**config.mk**
```make
export PLATFORM = sky130hd
export DESIGN_NAME = dlcal_ctrl
export DESIGN_NICKNAME = d
export VERILOG_FILES = /design/src/rtl/dlcal_pkg.sv /design/src/rtl/dlcal_timer.sv /design/src/rtl/dlcal_judge.sv /design/src/rtl/dlcal_seq.sv /design/src/rtl/dlcal_ctrl.sv
export SDC_FILE = /design/constraint.sdc
export NUM_CORES = 1
export LEC_CHECK = 0
export ABC_AREA = 1
export BUFFER_PORTS_ARGS = -buffer_cell sky130_fd_sc_hd__buf_4
export CORE_MARGIN = 4
export CORE_UTILIZATION = 35
export DETAILED_ROUTE_END_ITERATION = 6
export GPL_TIMING_DRIVEN = 1
export SYNTH_ARGS = -nofsm -noshare
export SYNTH_HDL_FRONTEND = slang
export SYNTH_SLANG_ARGS = --single-unit
```
**constraint.sdc**
```tcl
create_clock -name clk -period 1.75 [get_ports clk]
set_input_delay 0.35 -clock clk [delete_from_list [all_inputs] [get_ports clk]]
set_output_delay 0.35 -clock clk [all_outputs]
set_load 0.02 [all_outputs]
```
**src/rtl/dlcal_pkg.sv**
```systemverilog
package dlcal_pkg;
  localparam int UNIT_W  = 7;
  localparam int NB_TAPS = 11;
  localparam int SEL_W   = 4;
  localparam int LEN_W   = NB_TAPS + 1;
  localparam int TAP_W   = $clog2(NB_TAPS);
  localparam logic [SEL_W-1:0] SEL_CAL = SEL_W'(NB_TAPS + 1);
  localparam logic [UNIT_W-1:0] UNIT_LAST = {UNIT_W{1'b1}};

  typedef enum logic [1:0] {ST_IDLE, ST_PROG, ST_WAIT} dlcal_state_e;

  // length fits: nonzero and shorter than the tap chain span
  function automatic logic len_usable(input logic [LEN_W-1:0] v);
    return (v != '0) && (v < LEN_W'(1 << NB_TAPS));
  endfunction

  // index of the most significant set bit
  function automatic logic [TAP_W-1:0] msb_pos(input logic [LEN_W-1:0] v);
    logic [TAP_W-1:0] p;
    p = '0;
    for (int i = 0; i < LEN_W; i++)
      if (v[i]) p = TAP_W'(i);
    return p;
  endfunction
endpackage

```
**src/rtl/dlcal_timer.sv**
```systemverilog
module dlcal_timer #(
  parameter int LIMIT = 1000
) (
  input  logic clk,
  input  logic rst_n,
  input  logic clr,
  input  logic run,
  output logic expire
);
  localparam int CNT_W = $clog2(LIMIT + 1);
  logic [CNT_W-1:0] cnt_q;

  assign expire = run && (cnt_q == CNT_W'(LIMIT - 1));

  always_ff @(posedge clk or negedge rst_n) begin
    if (!rst_n)              cnt_q <= '0;
    else if (clr)            cnt_q <= '0;
    else if (run && !expire) cnt_q <= cnt_q + 1'b1;
  end


  cnt_bound_chk: assert property (@(posedge clk) disable iff (!rst_n)
    run |-> (cnt_q < CNT_W'(LIMIT)));
endmodule

```
**src/rtl/dlcal_judge.sv**
```systemverilog
module dlcal_judge
  import dlcal_pkg::*;
(
  input  logic [LEN_W-1:0] len_word,
  output logic             ok,
  output logic [TAP_W-1:0] tap
);
  assign ok  = len_usable(len_word);
  assign tap = msb_pos(len_word);
endmodule

```
**src/rtl/dlcal_seq.sv**
```systemverilog
module dlcal_seq
  import dlcal_pkg::*;
(
  input  logic              clk,
  input  logic              rst_n,
  input  logic              start,
  input  logic              len_valid,
  input  logic              len_ok,
  input  logic [TAP_W-1:0]  len_tap,
  input  logic              tmo,
  output logic              tmr_clr,
  output logic              tmr_run,
  output logic              busy,
  output logic              cfg_wr,
  output logic [UNIT_W-1:0] unit_cnt,
  output logic              done,
  output logic              fail,
  output logic [UNIT_W-1:0] unit_out,
  output logic [TAP_W-1:0]  max_tap
);
  dlcal_state_e state_q;
  logic accept_ev, reject_ev, skip_ev, exhaust_ev, start_ev;

  assign busy       = (state_q != ST_IDLE);
  assign cfg_wr     = (state_q == ST_PROG);
  assign tmr_clr    = cfg_wr;
  assign tmr_run    = (state_q == ST_WAIT);
  assign start_ev   = (state_q == ST_IDLE) && start;
  assign accept_ev  = tmr_run && len_valid && len_ok;
  assign reject_ev  = tmr_run && ((len_valid && !len_ok) || (!len_valid && tmo));
  assign exhaust_ev = reject_ev && (unit_cnt == UNIT_LAST);
  assign skip_ev    = reject_ev && (unit_cnt != UNIT_LAST);

  always_ff @(posedge clk or negedge rst_n) begin
    if (!rst_n) begin
      state_q  <= ST_IDLE;
      unit_cnt <= '0;
      done     <= 1'b0;
      fail     <= 1'b0;
      unit_out <= '0;
      max_tap  <= '0;
    end else begin
      done <= 1'b0;
      unique case (state_q)
        ST_IDLE: if (start_ev) begin
          unit_cnt <= '0;
          fail     <= 1'b0;
          state_q  <= ST_PROG;
        end
        ST_PROG: state_q <= ST_WAIT;
        ST_WAIT: begin
          if (accept_ev) begin
            unit_out <= unit_cnt;
            max_tap  <= len_tap;
            done     <= 1'b1;
            state_q  <= ST_IDLE;
          end else if (exhaust_ev) begin
            fail    <= 1'b1;
            done    <= 1'b1;
            state_q <= ST_IDLE;
          end else if (skip_ev) begin
            unit_cnt <= unit_cnt + 1'b1;
            state_q  <= ST_PROG;
          end
        end
        default: state_q <= ST_IDLE;
      endcase
    end
  end


  done_pulse_chk: assert property (@(posedge clk) disable iff (!rst_n)
    done |=> !done);

  accept_done_chk: assert property (@(posedge clk) disable iff (!rst_n)
    accept_ev |=> (done && !fail && !busy));

  skip_rewrite_chk: assert property (@(posedge clk) disable iff (!rst_n)
    (tmr_run && tmo && !len_valid && unit_cnt != UNIT_LAST) |=> cfg_wr);

  exhaust_fail_chk: assert property (@(posedge clk) disable iff (!rst_n)
    exhaust_ev |=> (done && fail && $stable(unit_out) && $stable(max_tap)));

  busy_start_chk: assert property (@(posedge clk) disable iff (!rst_n)
    (cfg_wr && start) |=> (busy && $stable(unit_cnt)));
endmodule

```
**src/rtl/dlcal_ctrl.sv**
```systemverilog
module dlcal_ctrl
  import dlcal_pkg::*;
#(
  parameter int CYC_PER_US = 125,
  parameter int TIMEOUT_US = 1000
) (
  input  logic              clk,
  input  logic              rst_n,
  input  logic              start,
  output logic              busy,
  output logic              done,
  output logic              fail,
  output logic [UNIT_W-1:0] unit_out,
  output logic [TAP_W-1:0]  max_tap,
  output logic              dl_cfg_wr,
  output logic              dl_en,
  output logic              dl_sample_en,
  output logic [UNIT_W-1:0] dl_unit,
  output logic [SEL_W-1:0]  dl_sel,
  input  logic              len_valid,
  input  logic [LEN_W-1:0]  len_word
);
  localparam int TMO_CYC = CYC_PER_US * TIMEOUT_US;

  logic             len_ok, tmo, tmr_clr, tmr_run;
  logic [TAP_W-1:0] len_tap;

  dlcal_judge u_judge (
    .len_word (len_word),
    .ok       (len_ok),
    .tap      (len_tap)
  );

  dlcal_timer #(.LIMIT(TMO_CYC)) u_timer (
    .clk    (clk),
    .rst_n  (rst_n),
    .clr    (tmr_clr),
    .run    (tmr_run),
    .expire (tmo)
  );

  dlcal_seq u_seq (
    .clk       (clk),
    .rst_n     (rst_n),
    .start     (start),
    .len_valid (len_valid),
    .len_ok    (len_ok),
    .len_tap   (len_tap),
    .tmo       (tmo),
    .tmr_clr   (tmr_clr),
    .tmr_run   (tmr_run),
    .busy      (busy),
    .cfg_wr    (dl_cfg_wr),
    .unit_cnt  (dl_unit),
    .done      (done),
    .fail      (fail),
    .unit_out  (unit_out),
    .max_tap   (max_tap)
  );

  assign dl_en        = busy;
  assign dl_sample_en = busy;
  assign dl_sel       = busy ? SEL_CAL : '0;


  tap_range_chk: assert property (@(posedge clk) disable iff (!rst_n)
    (done && !fail) |-> (max_tap < TAP_W'(NB_TAPS)));

  cfg_sel_chk: assert property (@(posedge clk) disable iff (!rst_n)
    dl_cfg_wr |-> (dl_sel == SEL_CAL && dl_en && dl_sample_en));
endmodule

```
== Yosys cells after proc, flatten, opt, wreduce, memory -nomap -nowiden ==
Cells that the tools add are included.

* Bits in registers: 39
* Input port bits: 16
* Logic and storage cells: 76
* Bits in latches: 0
* Memories kept: 0
* Memory bits (read-only): 0
* RAM bits: 0

* Multiplexer cells: 31
* Add/sub/neg operators: 2
* Multiply operators: 0
* Divide/modulo/power cells: 0
* Shift-type cells: 0
* Reductions and logical operators: 24
* Eq/ne operators: 11
* Bitwise operators: 0
* $lt $le $gt $ge: 1

{| class="wikitable"
|+ Operators with widths
! kind !! number
|-
| 17-bit 2-to-1 mux || 2
|-
| 7-bit 2-to-1 mux || 4
|-
| 4-bit 2-to-1 mux || 5
|-
| 17-bit by 1-bit adder with 17-bit output (second input constant) || 1
|-
| 17-bit equality test (second input constant) || 1
|-
| 7-bit case mux with 2 select lines || 1
|-
| 12-bit less-than comparator (second input constant) || 1
|-
| 2-bit 2-to-1 mux || 6
|-
| 3-bit 2-to-1 mux || 4
|-
| 12-bit nonzero test || 1
|-
| 1-bit logical AND || 11
|-
| 2-bit inequality test (second input constant) || 4
|-
| 7-bit by 1-bit adder with 7-bit output (second input constant) || 1
|-
| 7-bit equality test (second input constant) || 1
|-
| 1-bit 2-to-1 mux || 7
|-
| 7-bit inequality test (second input constant) || 1
|-
| 2-bit case mux with 3 select lines || 1
|-
| 2-bit nonzero test || 3
|-
| 5-bit AND reduction || 1
|-
| 4-bit inequality test (second input constant) || 1
|-
| 2-bit AND reduction || 2
|-
| 4-bit AND reduction || 1
|-
| 1-bit logical NOT || 3
|-
| 2-bit by 1-bit equality test with 1-bit output (second input constant) || 1
|-
| other kinds (5) || 5
|}

== Longest topological paths before layout ==
* Depth after elaboration: 11
* Depth in mapped cells: 11

== Hierarchy ==
A second synthesis with hierarchy kept.

* Cells, all modules: 351
* Area, all modules: 2433.6 um2

{| class="wikitable"
|+ By module, submodules not included
! module !! cells each !! instances !! area each (um2)
|-
| dlcal_timer || 194 || 1 || 1227.4
|-
| dlcal_seq || 118 || 1 || 1024.7
|-
| dlcal_judge || 32 || 1 || 132.6
|-
| dlcal_ctrl || 7 || 1 || 48.8
|}

== Worst setup path after synthesis ==
Ideal clock, no wire load.

* Kind: register to register
* Start point: register u_seq.unit_cnt[0]
* End point: register u_seq.unit_cnt[2]
* Stages on the path, launching flop included: 12
* Arrival: 1.502 ns
* Path slack: 0.183 ns
* Data required time: 1.685 ns
* Library setup time: 0.065 ns
* Cell sequence: dfrtp_1 -> ha_1 -> nand2_1 -> inv_1 -> nand3_1 -> inv_1 -> nand2_1 -> a21oi_4 -> nand2_4 -> nand3_4 -> nand2_1 -> nand2_1

* Longest elaborated chain between the ends: 5
* Elaborated cells on any way between the ends: 12

{| class="wikitable"
|+ RTL lines
! element !! RTL line !! RTL
|-
| start, declared || dlcal_seq.sv:15 || <nowiki>output logic [UNIT_W-1:0] unit_cnt,</nowiki>
|-
| start signal, assigned || dlcal_seq.sv:62 || <nowiki>unit_cnt <= unit_cnt + 1'b1;</nowiki>
|-
| 7-bit by 1-bit adder with 7-bit output || dlcal_seq.sv:62 ||
|-
| 7-bit 2-to-1 mux || dlcal_seq.sv:61 || <nowiki>end else if (skip_ev) begin</nowiki>
|-
| 7-bit 2-to-1 mux || dlcal_seq.sv:57 || <nowiki>end else if (exhaust_ev) begin</nowiki>
|-
| 7-bit 2-to-1 mux || dlcal_seq.sv:52 || <nowiki>if (accept_ev) begin</nowiki>
|-
| 7-bit case mux with 2 select lines || dlcal_seq.sv:44 || <nowiki>unique case (state_q)</nowiki>
|}

Several ways; a longest one is shown, not always the timed one. The select of a mux whose other input is x is not followed.
A chain may end at the register's enable or synchronous reset.

== Worst setup path in the final report ==
* Start point: register u_timer.cnt_q[0]
* End point: register u_timer.cnt_q[1]

* Longest elaborated chain between the ends: 5
* Elaborated cells on any way between the ends: 8

{| class="wikitable"
|+ RTL lines
! element !! RTL line !! RTL
|-
| start, declared || dlcal_timer.sv:11 || <nowiki>logic [CNT_W-1:0] cnt_q;</nowiki>
|-
| start signal, assigned || dlcal_timer.sv:18 || <nowiki>else if (run && !expire) cnt_q <= cnt_q + 1'b1;</nowiki>
|-
| branches (longest 5 deep; another with 17-bit by 1-bit adder with 17-bit output) || - ||
|}

Several ways; the timed one is not identified. The select of a mux whose other input is x is not followed.

==> results.ini <==
[cts]
ctsResizeCount=0
postCtsSetupBuffers=0
cts_root_buf=clkbuf_8
cts_sinks=39
cts_inserted_buffers=5
cts_tree=done
cts.reportedPaths.clkPinSlew_ns=0.09
ctsHtreeMaxLevel=2
postCtsHoldBufs=0
cts.path.max_buffers=2
clk_latency_ns=0.30

[setup_path]
crit_buf_inv=2
path_class=register to register
cp_max_fo=9
cp-start-kind=register
endpoint_kind=register
slowest_delay_ns=0.41
worstPathRequired_ns=1.94
cpMaxStageDelayCell=dfrtp_1
cp_top_family=simple AND/OR/NAND/NOR gates
worstPathArrival_ns=1.78
critical_path.cell_chain=ha_1 -> nand2_1 -> inv_2 -> nand2_2 -> nor2_4 -> nand2_4 -> nand2_2 -> nand2_4 -> inv_2 -> a22o_1

[run_status]
status=finished clean

[floorplan]
die_x_um=89.11
rows=29
die_y_um=89.11
initial_core_util_pct=36.05
die_area_um2=7940
core_um2=6386
pin_count=44

[placed_design]
dp_hpwl_mm=3.849
dp_cells=414
dpl_worst_slack_ns=0.1291
io_buffers=41
globalplace.congestion=0.8125

[finish]
finalNetCount=362
insertedDiodeCount=0
seq_area_um2=975.9
stdcell_count=422
fill_cells=635
multi_input_area_um2=1092
drive_above_1_share_pct=25.51
syn2layout_area_growth_pct=22.12

[global_route]
grt_max_degree=40
first_global_vias=1896
grt_pass1_wl_mm=8.742
track_usage_pct=13.80
grt-ovfl-total=0
antenna_found_initial=0

[timing]
setup_slack_ns=0.1526
setup_viol_count_final=0
period_needed_ns=1.597
hold_viol=0
finalCritPeriodShare_pct=91.28
timing.final.max_slew_violations=0
fmax_mhz=626.0
worst_pin_slew_ns=0.5050
slew_headroom_pct=66.33
finalSetupTns_ns=0
finClkSkew_ns=0.01276
rsz0062_at_grt=false

[detailed_routing]
routed_via_density=4.727
drc=0
drt_iter0_markers=64
drtPass1Iterations=4
ant_nets=0
wl_per_cell_um=12.14
drt_wl_total_mm=5.123
routed-via-count=1995

[synth]
ys_ff_latch=39
synth_edf_count=0
ys_top_cells_by_area=dfrtp_1, nand2_1, inv_1
synth_top_area_share_pct=42.39
yosys.area.top_type=dfrtp_1
synth_common_cells=nand2_1, inv_1, dfrtp_1
ys.flop_type=dfrtp_1
avgSynthCellArea_um2=7.778
synthDistinctLibCells=32
synth_warnings=0
async_flop_share_pct=100.0
synth_cells=296
yosysMostFrequentCell=nand2_1
yosysSeqAreaShare_pct=42.39
synth_area_um2=2302

[power_and_ir_drop]
intPower_mw=2.001
clockPowerShare_pct=23.3
p_comb_share_pct=41.6
power_density_nw_per_um2=1186
sw_frac_of_total_pct=40.00
p_seq_share_pct=35.2
ir_drop_uv=725.2
power.total_mw=3.336
switchingPower_mw=1.334
leakagePower_nw=1.451

[run]
max_cap_violations=0

[min_path]
min_path_type=input port to async pin

[stage by stage]
stage | area (um2) | hold slack [ns] | util, %
6_report | 2811 | 0.01782 | 44.02
5_1_grt | 2811 | 0.05072 | 44.02
4_1_cts | 2808 | 0.03140 | 43.97
3_5_place_dp | 2695 | 0.3582 | 42.20
3_3_place_gp | 2695 | 0.3585 | 42.20
2_1_floorplan | 2306 | 0.05441 | -
[logic make-up (layout without fill, tap and decap cells)]
logic type	after synthesis	count (layout)	share of synthesized area (%)
fa+ha+maj	2	2	1.087
buf+inv	52	100	10.33
xor+xnor	3	3	1.142
other cells	1	2	0.1629
flops	39	39	42.39
compound gates	42	42	11.30
simple gates	157	157	33.59
[worst paths after layout]
kind	slack [ns]	startpoint	cells past startpoint	to
min in group clk	0.31	len_word[10]	4	u_seq.max_tap[0]
setup reg to reg	0.15	u_timer.cnt_q[0]	10	u_timer.cnt_q[1]
hold / removal	0.02	rst_n	1	u_seq.unit_out[3]
hold reg to reg	0.48	u_seq.max_tap[1]	2	u_seq.max_tap[1]
max in group asynchronous	1.38	rst_n	1	u_timer.cnt_q[6]
setup / recovery	0.15	u_timer.cnt_q[0]	10	u_timer.cnt_q[1]
[routing by layer]
layer,share of wire (%),vias up,global-route usage (%)
li1,-,1033,-
met1,47,924,18.19
met2,47,33,22.91
met3,5.2,5,3.041
met4,0.70,0,3.654
met5,0,-,0
[layout make-up]
class	count	share of cell area [%]
multi-input cells	206	38.85
clock buffers	5	2.448
clock inverters	3	1.558
repair buffers	48	12.95
flip-flops and latches	39	34.71
well taps	77	3.427
inverters	44	6.052
[power by group through the flow]
stage / Clock [mW] / Combinational (mW) / Sequential (mW)
after global placement: 0 / 1.38 / 1.19
after global routing: 0.827 / 1.53 / 1.20
after detailed placement: 0 / 1.39 / 1.19
final: 0.776 / 1.39 / 1.17
after CTS: 0.791 / 1.40 / 1.17
after floorplan: 0 / 0.806 / 1.31
[flip-flops by register name (all words and copies together), names as in the netlist]
name,cells
u_seq.fail,1
u_seq.unit_cnt,7
u_seq.unit_out,7
u_seq.max_tap,4
u_timer.cnt_q,17
u_seq.done,1
u_seq.state_q,2
[layout by cell type, fill, tap and decap left out, drive strengths merged]
master  synthesis  final
nand2          87     87
buf             8     48
inv            44     44
dfrtp          39     39
nor2           33     33
o21ai          23     23
nand3          18     18
a21oi          14     14
nand4          13     13
clkbuf          0      5
nor3            5      5
xor2            3      3
o31ai           2      2
ha              2      2
conb            1      2
clkinv          0      2
or2             1      1
o22ai           1      1
a22o            1      1
o21bai          1      1
bufinv          0      1
Power figures use the tool's default switching activity.
